[src/rtl/dclk_pkg.sv]
// Shared types for the display core clock bring-up sequencer.
// Assumes: nothing beyond IEEE 1800-2017.
package dclk_pkg;
    typedef enum logic [3:0] {
        ST_IDLE,
        ST_HSCLR,
        ST_PDREQ,
        ST_PLLCHK,
        ST_TOPFREQ,
        ST_BUFON,
        ST_BUFOFF,
        ST_BUFOFFW,
        ST_BYPFREQ,
        ST_PDREL
    } seq_state_e;
endpackage

[src/rtl/dclk_wait_timer.sv]
// Fixed-length wait timer: a start pulse arms it, and expire goes high
// in the WAIT_CYC-th cycle after start.
// Assumes: start is never pulsed while the timer is running.
module dclk_wait_timer #(
    parameter int WAIT_CYC = 500
) (
    input  logic clk,
    input  logic rst_n,
    input  logic start,
    output logic expire
);
    localparam int CW = $clog2(WAIT_CYC + 1);

    logic [CW-1:0] cnt;
    logic          run;

    // Load on start, count down while running, stop at zero.
    always_ff @(posedge clk) begin
        if (!rst_n) begin
            run <= 1'b0;
            cnt <= '0;
        end else if (start) begin
            run <= 1'b1;
            cnt <= CW'(WAIT_CYC - 1);
        end else if (run) begin
            if (cnt == '0) run <= 1'b0;
            else           cnt <= cnt - 1'b1;
        end
    end

    // Expiry is the last counted cycle.
    always_comb expire = run && (cnt == '0);

    // a window expires only once
    p_expire_single_r5: assert property (@(posedge clk) disable iff (!rst_n)
        expire |=> !expire);
    // no restart while a window is open
    p_start_idle_r5: assert property (@(posedge clk) disable iff (!rst_n)
        start |-> !run);
endmodule

[src/rtl/dclk_seq_fsm.sv]
// Power-on / power-off step machine for the display core clock domain.
// Owns every output register. It relies on the frequency engine for
// PLL reprogramming and on an external timer for the buffer wait.
// Assumes: freq_done/freq_err are single-cycle replies to a held freq_req.
module dclk_seq_fsm
    import dclk_pkg::*;
#(
    parameter int TOP_KHZ = 624000,
    parameter int BYP_KHZ = 19200,
    parameter int KHZ_W   = 20
) (
    input  logic             clk,
    input  logic             rst_n,
    input  logic             init_req,
    input  logic             uninit_req,
    input  logic             pll_en,
    input  logic             freq_done,
    input  logic             freq_err,
    input  logic             buf_state,
    input  logic             tmr_exp,
    output logic             tmr_start,
    output logic             hs_en,
    output logic             pd_req,
    output logic             freq_req,
    output logic [KHZ_W-1:0] freq_khz,
    output logic             buf_req,
    output logic             busy,
    output logic             done,
    output logic             err,
    output logic             already_up
);
    seq_state_e state;

    // Arm the buffer wait on a good top-frequency reply or on power-off entry.
    always_comb tmr_start = ((state == ST_TOPFREQ) && freq_done && !freq_err)
                            || (state == ST_BUFOFF);

    // Busy whenever a sequence step is pending.
    always_comb busy = (state != ST_IDLE);

    // Step sequencing and output registers.
    always_ff @(posedge clk) begin
        if (!rst_n) begin
            state      <= ST_IDLE;
            hs_en      <= 1'b1;
            pd_req     <= 1'b0;
            freq_req   <= 1'b0;
            freq_khz   <= '0;
            buf_req    <= 1'b0;
            done       <= 1'b0;
            err        <= 1'b0;
            already_up <= 1'b0;
        end else begin
            done <= 1'b0;
            unique case (state)
                ST_IDLE: begin
                    if (init_req) begin
                        state      <= ST_HSCLR;
                        err        <= 1'b0;
                        already_up <= 1'b0;
                    end else if (uninit_req) begin
                        state      <= ST_BUFOFF;
                        err        <= 1'b0;
                        already_up <= 1'b0;
                    end
                end
                ST_HSCLR: begin
                    hs_en <= 1'b0;
                    state <= ST_PDREQ;
                end
                ST_PDREQ: begin
                    pd_req <= 1'b1;
                    state  <= ST_PLLCHK;
                end
                ST_PLLCHK: begin
                    if (pll_en) begin
                        already_up <= 1'b1;
                        done       <= 1'b1;
                        state      <= ST_IDLE;
                    end else begin
                        freq_req <= 1'b1;
                        freq_khz <= KHZ_W'(TOP_KHZ);
                        state    <= ST_TOPFREQ;
                    end
                end
                ST_TOPFREQ: begin
                    if (freq_err) begin
                        freq_req <= 1'b0;
                        err      <= 1'b1;
                        done     <= 1'b1;
                        state    <= ST_IDLE;
                    end else if (freq_done) begin
                        freq_req <= 1'b0;
                        buf_req  <= 1'b1;
                        state    <= ST_BUFON;
                    end
                end
                ST_BUFON: begin
                    if (tmr_exp) begin
                        if (!buf_state) err <= 1'b1;
                        done  <= 1'b1;
                        state <= ST_IDLE;
                    end
                end
                ST_BUFOFF: begin
                    buf_req <= 1'b0;
                    state   <= ST_BUFOFFW;
                end
                ST_BUFOFFW: begin
                    if (tmr_exp) begin
                        if (buf_state) err <= 1'b1;
                        freq_req <= 1'b1;
                        freq_khz <= KHZ_W'(BYP_KHZ);
                        state    <= ST_BYPFREQ;
                    end
                end
                ST_BYPFREQ: begin
                    if (freq_err || freq_done) begin
                        freq_req <= 1'b0;
                        if (freq_err) err <= 1'b1;
                        state <= ST_PDREL;
                    end
                end
                ST_PDREL: begin
                    pd_req <= 1'b0;
                    done   <= 1'b1;
                    state  <= ST_IDLE;
                end
                default: state <= ST_IDLE;
            endcase
        end
    end

    // power-domain request rises only once the handshake enable is off
    p_pd_after_hs_r2: assert property (@(posedge clk) disable iff (!rst_n)
        $rose(pd_req) |-> !hs_en);
    // a running PLL skips the frequency step
    p_skip_freq_r3: assert property (@(posedge clk) disable iff (!rst_n)
        (state == ST_PLLCHK && pll_en) |=> (!freq_req && already_up && done));
    // the frequency request is held until a reply
    p_freq_hold_r4: assert property (@(posedge clk) disable iff (!rst_n)
        (freq_req && !freq_done && !freq_err) |=> freq_req);
    // an engine error on power-on leaves the buffer alone
    p_freq_err_no_buf_r6: assert property (@(posedge clk) disable iff (!rst_n)
        (state == ST_TOPFREQ && freq_err) |=> ($stable(buf_req) && err && done));
    // the domain is released only after buffer and frequency are done
    p_release_last_r7: assert property (@(posedge clk) disable iff (!rst_n)
        $fell(pd_req) |-> (!buf_req && !freq_req && done));
    // a request during a sequence does not cut it short
    p_ignore_busy_r8: assert property (@(posedge clk) disable iff (!rst_n)
        (busy && (init_req || uninit_req)) |=> (busy || done));
    // done is a single cycle and only while idle
    p_done_pulse_r9: assert property (@(posedge clk) disable iff (!rst_n)
        done |=> !done);
    p_done_idle_r9: assert property (@(posedge clk) disable iff (!rst_n)
        done |-> !busy);
endmodule

[src/rtl/dclk_bringup_seq.sv]
// Top of the display core clock bring-up sequencer: joins the step machine
// to the buffer wait timer. The wait is CLK_PER_US x WAIT_US cycles.
// Assumes: clk runs at CLK_PER_US MHz.
module dclk_bringup_seq #(
    parameter int CLK_PER_US = 50,
    parameter int WAIT_US    = 10,
    parameter int TOP_KHZ    = 624000,
    parameter int BYP_KHZ    = 19200,
    parameter int KHZ_W      = 20
) (
    input  logic             clk,
    input  logic             rst_n,
    input  logic             init_req,
    input  logic             uninit_req,
    input  logic             pll_en,
    input  logic             freq_done,
    input  logic             freq_err,
    input  logic             buf_state,
    output logic             hs_en,
    output logic             pd_req,
    output logic             freq_req,
    output logic [KHZ_W-1:0] freq_khz,
    output logic             buf_req,
    output logic             busy,
    output logic             done,
    output logic             err,
    output logic             already_up
);
    localparam int WAIT_CYC = CLK_PER_US * WAIT_US;

    logic tmr_start;
    logic tmr_exp;

    dclk_wait_timer #(.WAIT_CYC(WAIT_CYC)) u_timer (
        .clk    (clk),
        .rst_n  (rst_n),
        .start  (tmr_start),
        .expire (tmr_exp)
    );

    dclk_seq_fsm #(
        .TOP_KHZ (TOP_KHZ),
        .BYP_KHZ (BYP_KHZ),
        .KHZ_W   (KHZ_W)
    ) u_fsm (
        .clk        (clk),
        .rst_n      (rst_n),
        .init_req   (init_req),
        .uninit_req (uninit_req),
        .pll_en     (pll_en),
        .freq_done  (freq_done),
        .freq_err   (freq_err),
        .buf_state  (buf_state),
        .tmr_exp    (tmr_exp),
        .tmr_start  (tmr_start),
        .hs_en      (hs_en),
        .pd_req     (pd_req),
        .freq_req   (freq_req),
        .freq_khz   (freq_khz),
        .buf_req    (buf_req),
        .busy       (busy),
        .done       (done),
        .err        (err),
        .already_up (already_up)
    );
endmodule

[config.mk]
export PLATFORM = sky130hd
export DESIGN_NAME = dclk_bringup_seq
export DESIGN_NICKNAME = d
export VERILOG_FILES = /design/src/rtl/dclk_pkg.sv /design/src/rtl/dclk_wait_timer.sv /design/src/rtl/dclk_seq_fsm.sv /design/src/rtl/dclk_bringup_seq.sv
export SDC_FILE = /design/constraint.sdc
export NUM_CORES = 1
export LEC_CHECK = 0
export BUFFER_PORTS_ARGS = -buffer_cell sky130_fd_sc_hd__buf_2
export CORE_AREA = 2 2 59 61
export CTS_CLUSTER_DIAMETER = 60
export DETAILED_ROUTE_END_ITERATION = 8
export DIE_AREA = 0 0 61 63
export GPL_TIMING_DRIVEN = 0
export PLACE_DENSITY = 0.7
export SYNTH_ARGS = -nofsm -noshare
export SYNTH_HDL_FRONTEND = slang
export SYNTH_SLANG_ARGS = --single-unit
[constraint.sdc]
create_clock -name clk -period 5.1 [get_ports clk]
set_input_delay 0.255 -clock clk [delete_from_list [all_inputs] [get_ports clk]]
set_output_delay 0.255 -clock clk [all_outputs]
set_load 0.03 [all_outputs]
==> After elaboration in Yosys (flattened, before gate mapping) <==
Index checks and enable logic that the tools add are counted.
{ "word_totals": {"regBits": 41, "out_inout_bits": 28, "elab_cells": 104} }
{ "op_classes": {"addsub": 1, "eq_ne": 21, "n_mux": 43, "bitwise": 2, "reduce_logical": 25} }
{ "ops": {"columns": ["op", "count"], "rows": [
  ["2-to-1 mux 20 bit", 2],
  ["case mux 20 bit (2 select lines)", 1],
  ["case mux 4 bit (9 select lines)", 1],
  ["2-to-1 mux 4 bit", 7],
  ["2-to-1 mux 9 bit", 3],
  ["2-to-1 mux 1 bit", 22],
  ["inequality test 2 bit, second input constant", 9],
  ["== test 4 x 3 -> 1 bit, second input constant", 4],
  ["AND reduction 5 bit", 2],
  ["nonzero test 2 bit", 5],
  ["zero test 9 bit", 1],
  ["AND reduction 3 bit", 3],
  ["subtractor 9 x 1 -> 9 bit, second input constant", 1],
  ["== test 4 x 2 -> 1 bit, second input constant", 2],
  ["== test 4 bit, second input constant", 2],
  ["case mux 1 bit (4 select lines)", 2],
  ["nonzero test 4 bit", 2],
  ["AND reduction 7 bit", 1],
  ["inequality test 3 bit, second input constant", 2],
  ["case mux 1 bit (2 select lines)", 3],
  ["case mux 1 bit (5 select lines)", 1],
  ["nonzero test 5 bit", 1],
  ["== test 4 x 1 -> 1 bit, second input constant", 1],
  ["zero test 4 bit", 1],
  ["8 further kinds", 13]
]} }

==> Depth between registers and ports, before layout <==
Gate-level depths: netlist (run 1).
{ "logic_depth": {"depth_word": 6, "ltp_mapped": 6, "ltp_nobuf": 6} }

==> By module <==
A second synthesis (run 1) with hierarchy kept.
{ "unflattened": {"cells_unflattened": 184, "area_unflattened_um2": 1511.4} }
{ "by_module_without_submodules": {"columns": ["module", "instances", "cells_per_inst", "area_per_inst_um2", "seq_area_each_um2"], "rows": [
  ["dclk_seq_fsm", 1, 116, 942.2, 280.3],
  ["dclk_wait_timer", 1, 68, 569.3, 200.2]
]} }

==> Least setup slack after synthesis (run 1) <==
Ideal clock, no wire load.
{ "synth_path": {"path_type": "reg-to-reg", "startpoint": "register u_timer.cnt[0]", "endpoint": "register u_timer.cnt[1]", "setup_ns": 0.070, "arrival_time_ns": 1.745, "required_ns": 5.030, "slack_ns": 3.285, "path_stages_with_launch": 7, "n_path_buf": 0, "synth_period_minus_slack_ns": 1.815, "cell_sequence": "dfxtp_1 > inv_1 > ha_1 > or4b_1 > o21ai_1 > mux2_2 > a21oi_1"} }
{ "synth_between": {"elab_chain_cells": 4} }
{ "synth_lines": {"columns": ["element", "line", "text"], "rows": [
  ["start: declaration", "dclk_wait_timer.sv:14", "logic [CW-1:0] cnt;"],
  ["start signal: assignment", "dclk_wait_timer.sv:24", "cnt <= CW'(WAIT_CYC - 1);"],
  ["start signal: assignment", "dclk_wait_timer.sv:27", "else cnt <= cnt - 1'b1;"],
  ["subtractor 9 x 1 -> 9 bit", "dclk_wait_timer.sv:27", null],
  ["2-to-1 mux 9 bit", "dclk_wait_timer.sv:26", "if (cnt == '0) run <= 1'b0;"],
  ["2-to-1 mux 9 bit", "dclk_wait_timer.sv:25", "end else if (run) begin"],
  ["2-to-1 mux 9 bit", "dclk_wait_timer.sv:22", "end else if (start) begin"]
]} }
Several ways; a longest one is shown, not always the timed one. The select of a mux whose other input is x is not followed.
A chain may end at the register's enable or synchronous reset.

==> Final worst setup path (run 1) <==
{ "layout_path": {"startpoint": "register u_fsm.state[0]", "endpoint": "output busy"} }
{ "layout_between": {"elab_chain_cells": 1} }
{ "layout_lines": {"columns": ["element", "line", "text"], "rows": [
  ["start: declaration", "dclk_seq_fsm.sv:32", "seq_state_e state;"],
  ["start signal: assignment", "dclk_seq_fsm.sv:44", "state <= ST_IDLE;"],
  ["start signal: assignment", "dclk_seq_fsm.sv:58", "state <= ST_HSCLR;"],
  ["start signal: assignment", "dclk_seq_fsm.sv:62", "state <= ST_BUFOFF;"],
  ["nonzero test 4 bit", "dclk_seq_fsm.sv:39", "always_comb busy = (state != ST_IDLE);"],
  ["end: declaration", "dclk_bringup_seq.sv:24", "output logic busy,"]
]} }
Every way passes these cells.

==> results of run 1 <==
## logic make-up after synthesis
kind of cell,synth area share
AO/OA/AOI/OAI,0.280
AND/OR/NAND/NOR,0.205
buffers and inverters,0.134
flip-flops,0.337
XOR/XNOR,0.0245
adder cells (fa/ha/maj),0.00876
other,0.00263
multiplexers,0.00789
## registers in the layout, summed over array words and instances (netlist names)
signal	flops
u_fsm.done	1
u_fsm.hs_en	1
u_fsm.state	4
u_fsm.already_up	1
u_timer.run	1
u_timer.cnt	9
u_fsm.freq_req	1
u_fsm.buf_req	1
u_fsm.freq_khz	3
u_fsm.err	1
u_fsm.pd_req	1
## cells in the final DEF, fill, tap and decap left out, types with 2 or more instances in the layout
cell type and instances:
a31oi_1 3, o21a_1 5, clkbuf_1 8, dfxtp_1 24, conb_1 11, clkbuf_4 3
nor4_1 3, nor2_1 14, o211ai_1 3, xor2_1 3, nor3_1 3, inv_1 9
nand2_1 7, o211a_1 2, o31a_1 4, a211oi_1 2, o21ai_0 12, o311ai_2 2
or3_1 2, a21o_1 2, nand3_1 2, buf_4 17, a21oi_1 12, a32oi_1 2
nor2b_1 3, nand2b_1 5, buf_2 24
## final timing paths
check / from / to / slack, ns / cells after the start
setup reg to reg: u_timer.cnt[0]$_SDFFE_PN0P_ / u_timer.cnt[1]$_SDFFE_PN0P_ / 3.12 / 6
hold / removal: rst_n / u_fsm.state[1]$_SDFFE_PN0P_ / 0.22 / 3
setup / recovery: u_fsm.state[0]$_SDFFE_PN0P_ / busy / 3.10 / 4
hold reg to reg: u_fsm.hs_en$_SDFFE_PN1P_ / u_fsm.hs_en$_SDFFE_PN1P_ / 0.48 / 2
## stage by stage
stage          cells  power, mW   util
2_1_floorplan    182      0.611      -
3_3_place_gp     252      0.696  0.508
3_5_place_dp     252      0.699  0.508
4_1_cts          255      0.783  0.515
5_1_grt          255      0.852  0.515
6_report         255      0.781  0.515
## layer usage
layer / up-vias / wire length [um] / GRT usage / part of all wire
met1: 605 / 1410 / 0.228 / 0.47
met4: 0 / 15 / 0.0380 / 0.0050
met5: - / 0 / 0 / 0
met3: 2 / 135 / 0.0435 / 0.045
met2: 36 / 1450 / 0.277 / 0.48
li1: 669 / - / - / -
## cell type report
class | count | area (um2) | share of cell area
inverters | 9 | 33.8 | 0.0203
clock buffers | 3 | 22.5 | 0.0135
plain buffers | 25 | 158 | 0.0947
multi-input cells | 124 | 793 | 0.476
flip-flops and latches | 24 | 480 | 0.289
repair buffers | 24 | 120 | 0.0721
well taps | 46 | 57.6 | 0.0346
## power groups by stage
stage                     combinational (mW)  clock, mW  sequential, mW
after floorplan                        0.308          0           0.303
after global placement                 0.418          0           0.278
after detailed placement               0.420          0           0.279
after CTS                              0.421     0.0864           0.275
after global routing                   0.474     0.0941           0.284
final                                  0.423     0.0827           0.276
## critical path: stages, from the launching register on
cell      delay (ns)
dfxtp_1         0.33
clkbuf_1        0.23
nor4_1          0.53
inv_1           0.14
buf_2           0.21
==> summary.md, run 1 <==
| Metric | Value |
|---|---|
| Post-synth top flop | `dfxtp_1` |
| Setup crit end kind | `output port` |
| Remaining DRCs | `0` |
| Diode count | `0` |
| Vias | `1312` |
| Most frequent cell after synthesis | `dfxtp_1` |
| Fin crit period | `2.00 ns` |
| Largest net degree at the start of global routing | `13` |
| Core box area | `3230 um2` |
| Clock Power Share | `0.106` |
| Die ar. | `3840 um2` |
| Filler Cell Count | `325` |
| Psw | `0.355 mW` |
| Final ANT Viol Nets | `0` |
| Total Wirelength | `3010 um` |
| Switching part of the total power | `0.455` |
| Layout Nets | `220` |
| Crit path kind | `reg2out` |
| Gr ovfl total | `0` |
| FF+latch count, synth | `24` |
| Mapped Area | `1430 um2` |
| Max Clk Rate | `0.500 GHz` |
| Post-route setup slack | `3.10 ns` |
| Clock Sinks | `24` |
| Async SR Flop Fraction | `0` |
| Worst vdd ir | `0.000250 V` |
| Arrival time at the worst endpoint | `1.75 ns` |
| Top cells by count, synth | `dfxtp_1 (24), buf_4 (17), nor2_1 (14)` |
| Setup Fix Bufs, Post-CTS | `0` |
| Layout area overhead | `16.7%` |
| Hold Crit Class | `in2reg` |
| I/O pin cnt | `36` |
| Vias in the first global route | `1203` |
| Slew @ Worst Pin | `0.614 ns` |
| Hold buffers post-CTS | `0` |
| Final hold vios | `0` |
| Routability Congestion | `0.873` |
| Clock-pin slew of the registers on the worst-case setup and hold paths | `0.13 ns` |
| Initial antenna violation count | `0` |
| Cell taking the most area after synthesis | `dfxtp_1` |
| Sequential element share of the synthesized area | `0.337` |
| Largest cells by area after synthesis | `dfxtp_1 (34%), buf_4 (8.9%), a21oi_1 (4.2%)` |
| Worst Path Required | `4.85 ns` |
| RSZ-0062 raised after global routing | `false` |
| Cell Int Power | `0.426 mW` |
| GRT Util Overall | `0.172` |
| Number of flops mapped to enable cells by yosys | `0` |
| Share of layout cells above drive strength 1 | `0.244` |
| Status | `finished, final reports clean` |
| CTS root buf | `clkbuf_4` |
| Die Span X | `61 um` |
| Design area | `1670 um2` |
| Crit-path max FO | `10` |
| Power per standard cell area | `469 nW/um2` |
| Startpoint Class | `register` |
| Post-synth top area share | `0.337` |
| Clock Tree Buf Depth | `2` |
| Worst-Skew Late Latency | `0.31 ns` |
| Flop pwr share | `0.353` |
| Fin crit share | `0.393` |
| Slew Viols, Final | `0` |
| Placement Setup Slack | `3.15 ns` |
| Syn Inst Count | `172` |
| Rows | `21` |
| CTS tree | `yes` |
| CTS Buf Count | `3` |
| Final setup violation count | `0` |
| Depth of the CTS H-tree | `1` |
| Slew Limit Headroom | `0.589` |
| Avg Cell Area, Syn | `8.30 um2` |
| Via density | `5.15` |
| Instance area at placement | `1640 um2` |
| Die Ht | `63 um` |
| Drt initial violations | `76` |
| CTS resizes | `0` |
| Count of unique library cells instantiated by Yosys | `47` |
| Max_cap viols | `0` |
| Average routed wire per standard cell | `11.8 um` |
| Leakage | `0.757 nW` |
| DR pass1 iterations | `4` |
| Combinational share of power | `0.541` |
| Worst Skew | `0.0125 ns` |
| Dpl hpwl | `2220 um` |
| Worst hold margin | `0.220 ns` |
| Global-route wire length before repair | `5150 um` |
| Number of synthesis warnings | `0` |
| I/O Buffers | `24` |
| Initial Util | `0.442` |
| Total negative slack | `0 ns` |
(Power assumes the default switching activity.)
==> run 2, diff against run 1 <==
==> constraint.sdc (replaced) <==
create_clock -name clk -period 2 [get_ports clk]
set_input_delay 0.1 -clock clk [delete_from_list [all_inputs] [get_ports clk]]
set_output_delay 0.1 -clock clk [all_outputs]
set_load 0.03 [all_outputs]
==> run 2 against run 1 <==
Against the previous run: setup slack got worse by 3.0 ns; sequential power rose to 2.6 times the previous value; flip-flop and latch count did not move; sequential share of layout area fell by 0.49 points; final cell count rose by 0.78%; hold slack got worse by 0.16 ns; critical endpoint is now u_timer.cnt[1]$_SDFFE_PN0P_; largest power group unchanged.
==> summary.md, run 2 (synthesized netlist as in run 1, its figures left out) <==
| Metric | Value |
|---|---|
| Status | `finished, final reports clean` |
| Initial Util | `0.442` |
| Commonest non-fill, non-tap cells in the layout | `buf_2 (24), dfxtp_1 (24), buf_4 (19)` |
| Remaining DRCs | `0` |
| Leakage | `0.765 nW` |
| Layout area overhead | `18.7%` |
| Arrival time at the worst endpoint | `2.13 ns` |
| I/O Buffers | `24` |
| Core box area | `3230 um2` |
| Worst Skew | `0.00915 ns` |
| Rows | `21` |
| CTS tree | `yes` |
| Largest net degree at the start of global routing | `13` |
| Reg-to-reg slack, setup | `0.11 ns` |
| Gr ovfl total | `0` |
| Setup crit end kind | `register` |
| Crit path from | `u_timer.cnt[0]$_SDFFE_PN0P_` |
| Routability Congestion | `0.873` |
| Biggest register | `u_timer.cnt` |
| Vias in the first global route | `1203` |
| CTS Buf Count | `3` |
| Global-route wire length before repair | `5150 um` |
| Slew Limit Headroom | `0.588` |
| Fin crit period | `1.89 ns` |
| Total negative slack | `0 ns` |
| Die ar. | `3840 um2` |
| Total Wirelength | `3000 um` |
| Share of layout cells above drive strength 1 | `0.261` |
| Slew Viols, Final | `0` |
| Die Ht | `63 um` |
| Via density | `5.14` |
| Startpoint Class | `register` |
| Worst Path Required | `2.24 ns` |
| Final hold vios | `0` |
| Clock-pin slew of the registers on the worst-case setup and hold paths | `0.13 ns` |
| GRT Util Overall | `0.172` |
| Biggest regs | `u_timer.cnt x9, u_fsm.state x4, u_fsm.freq_khz x3` |
| Initial antenna violation count | `0` |
| Drt initial violations | `77` |
| Worst vdd ir | `0.000639 V` |
| Fin crit share | `0.943` |
| Layout Nets | `222` |
| Clock Sinks | `24` |
| Crit path kind | `reg2reg` |
| Placement Setup Slack | `0.0474 ns` |
| R2r startpoint | `u_timer.cnt[0]$_SDFFE_PN0P_` |
| Average routed wire per standard cell | `11.7 um` |
| DR pass1 iterations | `4` |
| Crit-path max FO | `5` |
| Worst-Skew Late Latency | `0.31 ns` |
| Dpl hpwl | `2220 um` |
| Final setup violation count | `0` |
| Die Span X | `61 um` |
| Vias | `1320` |
| Clock Tree Buf Depth | `2` |
| Power per standard cell area | `1200 nW/um2` |
| Min-delay src | `rst_n` |
| Depth of the CTS H-tree | `1` |
| Slew @ Worst Pin | `0.616 ns` |
| RSZ-0062 raised after global routing | `false` |
| Final ANT Viol Nets | `0` |
| Post-route setup slack | `0.114 ns` |
| I/O pin cnt | `36` |
| CTS root buf | `clkbuf_4` |
| Diode count | `0` |
| Hold Crit Class | `in2reg` |
| Max Clk Rate | `0.530 GHz` |
| Max_cap viols | `0` |
| Largest register FFs | `9` |
==> run 2: report_power, final <==
| part | leakage (nW) | switching [mW] | internal, mW |
|---|---|---|---|
| Combinational | 0.556 | 0.683 | 0.429 |
| Sequential | 0.196 | 0.105 | 0.600 |
| Clock | 0.0138 | 0.139 | 0.0704 |
| Total | 0.765 | 0.927 | 1.10 |
==> run 2: layer usage <==
| layer | up-vias | global-route usage | wire length (um) |
|---|---|---|---|
| met5 | - | 0 | 0 |
| met4 | 0 | 0.0380 | 28 |
| met3 | 4 | 0.0435 | 125 |
| met2 | 33 | 0.277 | 1450 |
| met1 | 612 | 0.228 | 1390 |
| li1 | 671 | - | - |
==> run 2: timing repair <==
action	CTS	global route
buffers inserted	0	2
setup endpoints to repair	0	1
gates resized for setup	0	3
hold buffers	0	0
==> run 2: worst paths after layout <==
path	end	cells after the start
worst max-delay path	u_timer.cnt[1]$_SDFFE_PN0P_	6
worst min-delay path	u_fsm.state[1]$_SDFFE_PN0P_	3
worst max register to register	u_timer.cnt[1]$_SDFFE_PN0P_	6
worst min register to register	u_fsm.hs_en$_SDFFE_PN1P_	2
==> run 2: critical path: stages (launching register included) <==
cell and delay [ns]:
dfxtp_1 0.34, inv_1 0.11, ha_2 0.22, or4b_1 0.49, o21ai_4 0.20, mux2_2 0.34
a21oi_1 0.13
==> run 2: stage by stage <==
stage / hold slack (ns) / std cells / util / total power, mW / instance area (um2)
after floorplan: 0.232 / 182 / - / 1.56 / 1470
after global placement: 0.403 / 252 / 0.508 / 1.78 / 1640
after detailed placement: 0.405 / 252 / 0.508 / 1.78 / 1640
after CTS: 0.0593 / 255 / 0.515 / 2.00 / 1670
after global routing: 0.0566 / 257 / 0.524 / 2.21 / 1690
final: 0.0650 / 257 / 0.524 / 2.03 / 1690
==> run 2: final cells by class <==
cell class	instances	area, um2
fillers	324	1540
well taps	46	57.6
inverters	9	33.8
repair buffers	26	135
multi-input cells	124	807
plain buffers	25	158
flip-flops and latches	24	480
clock buffers	3	22.5
==> run 3, diff against run 2 <==
--- a/config.mk
+++ b/config.mk
@@ -5,13 +5,14 @@
 export SDC_FILE = /design/constraint.sdc
 export NUM_CORES = 1
 export LEC_CHECK = 0
+export ABC_AREA = 1
 export BUFFER_PORTS_ARGS = -buffer_cell sky130_fd_sc_hd__buf_2
-export CORE_AREA = 2 2 59 61
+export CORE_AREA = 2 2 61 63
 export CTS_CLUSTER_DIAMETER = 60
 export DETAILED_ROUTE_END_ITERATION = 8
-export DIE_AREA = 0 0 61 63
+export DIE_AREA = 0 0 63 65
 export GPL_TIMING_DRIVEN = 0
-export PLACE_DENSITY = 0.7
+export PLACE_DENSITY = 0.71
 export SYNTH_ARGS = -nofsm -noshare
 export SYNTH_HDL_FRONTEND = slang
 export SYNTH_SLANG_ARGS = --single-unit
==> run 3 against run 2 <==
Against the previous run: sequential power barely moved; synthesized area grew 10%; cell area grew 7.2%; synthesized cell count grew 38%; fmax increased by 16%; clock skew about the same; die area grew 6.6%; hold slack worse by 0.016 ns; combinational power grew 16%.
==> summary.md, run 3 <==
| Metric | Value |
|---|---|
| Status | `finished, final reports clean` |
| Remaining DRCs | `0` |
| CTS tree | `yes` |
| Worst path max stage delay | `0.34 ns` |
| Core Util, Final | `0.519` |
| DR pass1 iterations | `4` |
| Die ar. | `4100 um2` |
| Biggest regs | `u_timer.cnt x9, u_fsm.state x4, u_fsm.freq_khz x3` |
| Gr ovfl total | `0` |
| Hold buffers post-CTS | `0` |
| Crit-path leading delay family | `simple AND/OR/NAND/NOR gates` |
| Worst Path Required | `2.25 ns` |
| Setup crit end kind | `register` |
| Max_cap viols | `0` |
| Largest register FFs | `9` |
| Commonest non-fill, non-tap cells in the layout | `nand2_1 (53), inv_1 (28), buf_2 (25)` |
| Layout Nets | `286` |
| Initial Util | `0.451` |
| Initial antenna violation count | `0` |
| Worst vdd ir | `0.000578 V` |
| Number of flops mapped to enable cells by yosys | `0` |
| Routability Congestion | `0.899` |
| Vias in the first global route | `1353` |
| Crit path kind | `reg2reg` |
| Average routed wire per standard cell | `9.84 um` |
| Avg Cell Area, Syn | `6.62 um2` |
| RSZ-0062 raised after global routing | `false` |
| Cell Chain, Critical Path | `inv_1 -> ha_1 -> nand2_1 -> nor2_1 -> nand3_2 -> nand2_2 -> nand3_1 -> a21oi_2` |
| Most frequent cell after synthesis | `nand2_1` |
| Power per standard cell area | `1220 nW/um2` |
| Final ANT Viol Nets | `0` |
| Final setup violation count | `0` |
| Max Clk Rate | `0.613 GHz` |
| Fin crit share | `0.815` |
| Dpl hpwl | `2530 um` |
| Total Wirelength | `3180 um` |
| Post-synth top flop | `dfxtp_1` |
| Count of unique library cells instantiated by Yosys | `28` |
| Rows | `22` |
| CTS resizes | `0` |
| Worst-Skew Late Latency | `0.32 ns` |
| Clock-pin slew of the registers on the worst-case setup and hold paths | `0.13 ns` |
| Die Span X | `63 um` |
| Fin crit period | `1.63 ns` |
| Share of layout cells above drive strength 1 | `0.280` |
| FF+latch count, synth | `24` |
| Top cells by count, synth | `nand2_1 (53), inv_1 (28), dfxtp_1 (24), nand3_1 (24), nor2_1 (23)` |
| Crit-path max FO | `10` |
| Largest net degree at the start of global routing | `13` |
| Setup Fix Bufs, Post-CTS | `0` |
| Most common cell after layout, fill and taps aside | `nand2_1` |
| Async SR Flop Fraction | `0` |
| Clock Sinks | `24` |
| Slew @ Worst Pin | `0.550 ns` |
| Worst Skew | `0.00886 ns` |
| Post-synth top area share | `0.305` |
| Clock Tree Buf Depth | `2` |
| CTS root buf | `clkbuf_4` |
| CP max stage cell | `dfxtp_1` |
| Final hold vios | `0` |
| Leakage | `0.978 nW` |
| Die Ht | `65 um` |
| Global-route wire length before repair | `5640 um` |
| Depth of the CTS H-tree | `1` |
| Syn Inst Count | `238` |
| Slew Limit Headroom | `0.634` |
| I/O Buffers | `24` |
| CP Buf/Inv Count | `1` |
| Layout area overhead | `15.3%` |
| Drt initial violations | `36` |
| I/O pin cnt | `36` |
| Number of synthesis warnings | `0` |
| Core box area | `3500 um2` |
| GRT Util Overall | `0.170` |
| Mapped Area | `1580 um2` |
| Diode count | `0` |
| Cell taking the most area after synthesis | `dfxtp_1` |
| Vias | `1493` |
| Sequential element share of the synthesized area | `0.305` |
| Hold Crit Class | `in2reg` |
| CTS Buf Count | `3` |
| Arrival time at the worst endpoint | `1.88 ns` |
| Total negative slack | `0 ns` |
| Power Total | `2.21 mW` |
| Via density | `4.62` |
| Filler Cell Count | `368` |
| Largest cells by area after synthesis | `dfxtp_1 (31%), nand2_1 (13%), buf_4 (8.1%)` |
| Biggest register | `u_timer.cnt` |
| Slew Viols, Final | `0` |
| Startpoint Class | `register` |
| Reg-to-reg slack, setup | `0.37 ns` |
-- run 3: cell types whose count changed in the layout (fill, tap and decap cells not counted), moves of 6 or more --
cell and change:
nand2_1 +46, nand3_1 +22, nor2_2 +6, clkbuf_1 -6
nor2_1 +9, nand3_2 +6, o21ai_0 -9, inv_1 +19
-- run 3: layer usage --
| metal | track usage | part of all wire | vias up |
|---|---|---|---|
| li1 | - | - | 803 |
| met1 | 0.197 | 0.44 | 654 |
| met2 | 0.309 | 0.50 | 30 |
| met3 | 0.0278 | 0.043 | 6 |
| met4 | 0.0694 | 0.013 | 0 |
| met5 | 0 | 0 | - |
-- run 3: kinds of logic after synthesis --
family / share of synthesized area
buf+inv: 0.168
fa+ha+maj: 0.00794
simple gates: 0.401
compound gates: 0.105
flops: 0.305
other cells: 0.00238
xor+xnor: 0.0111
-- run 3: cell type report --
class                   count  area, um2  share of cell area
flip-flops and latches     24        480               0.265
plain buffers              20        140              0.0772
clock buffers               3       22.5              0.0124
repair buffers             24        120              0.0662
multi-input cells         171        868               0.478
inverters                  33        124              0.0682
well taps                  48       60.1              0.0331
-- run 3: path summary, 6_finish.rpt --
path,start,to,depth (start not counted)
worst max-delay path,u_timer.cnt[0]$_SDFFE_PN0P_,u_timer.cnt[4]$_SDFFE_PN0P_,8
worst min-delay path,rst_n,u_timer.cnt[3]$_SDFFE_PP0P_,3
worst max register to register,u_timer.cnt[0]$_SDFFE_PN0P_,u_timer.cnt[4]$_SDFFE_PN0P_,8
worst min register to register,u_fsm.freq_khz[8]$_SDFFE_PN0P_,u_fsm.freq_khz[8]$_SDFFE_PN0P_,2
-- run 3: metrics by stage --
step | hold slack (ns) | setup WS (ns) | instances | instance area, um2
final | 0.0486 | 0.369 | 323 | 1820
after global routing | 0.0630 | 0.171 | 323 | 1820
after CTS | 0.0494 | 0.362 | 323 | 1820
after detailed placement | 0.399 | 0.379 | 320 | 1790
after global placement | 0.390 | 0.382 | 320 | 1790
after floorplan | 0.247 | 0.647 | 248 | 1610
-- run 3: worst reg2reg max path: cells and delay by family, from the launching register on --
family / cells / cell delay [ns]
and+or+nand+nor: 5 / 0.73
DFF: 1 / 0.34
adders and majority gates: 1 / 0.25
AOI/OAI and AO/OA: 1 / 0.13
buffers and inverters: 1 / 0.11
-- run 3: power breakdown --
group	switching (mW)	internal (mW)	total, mW
logic	0.850	0.441	1.29
clock network	0.140	0.0705	0.211
registers	0.115	0.589	0.704
total	1.11	1.10	2.21
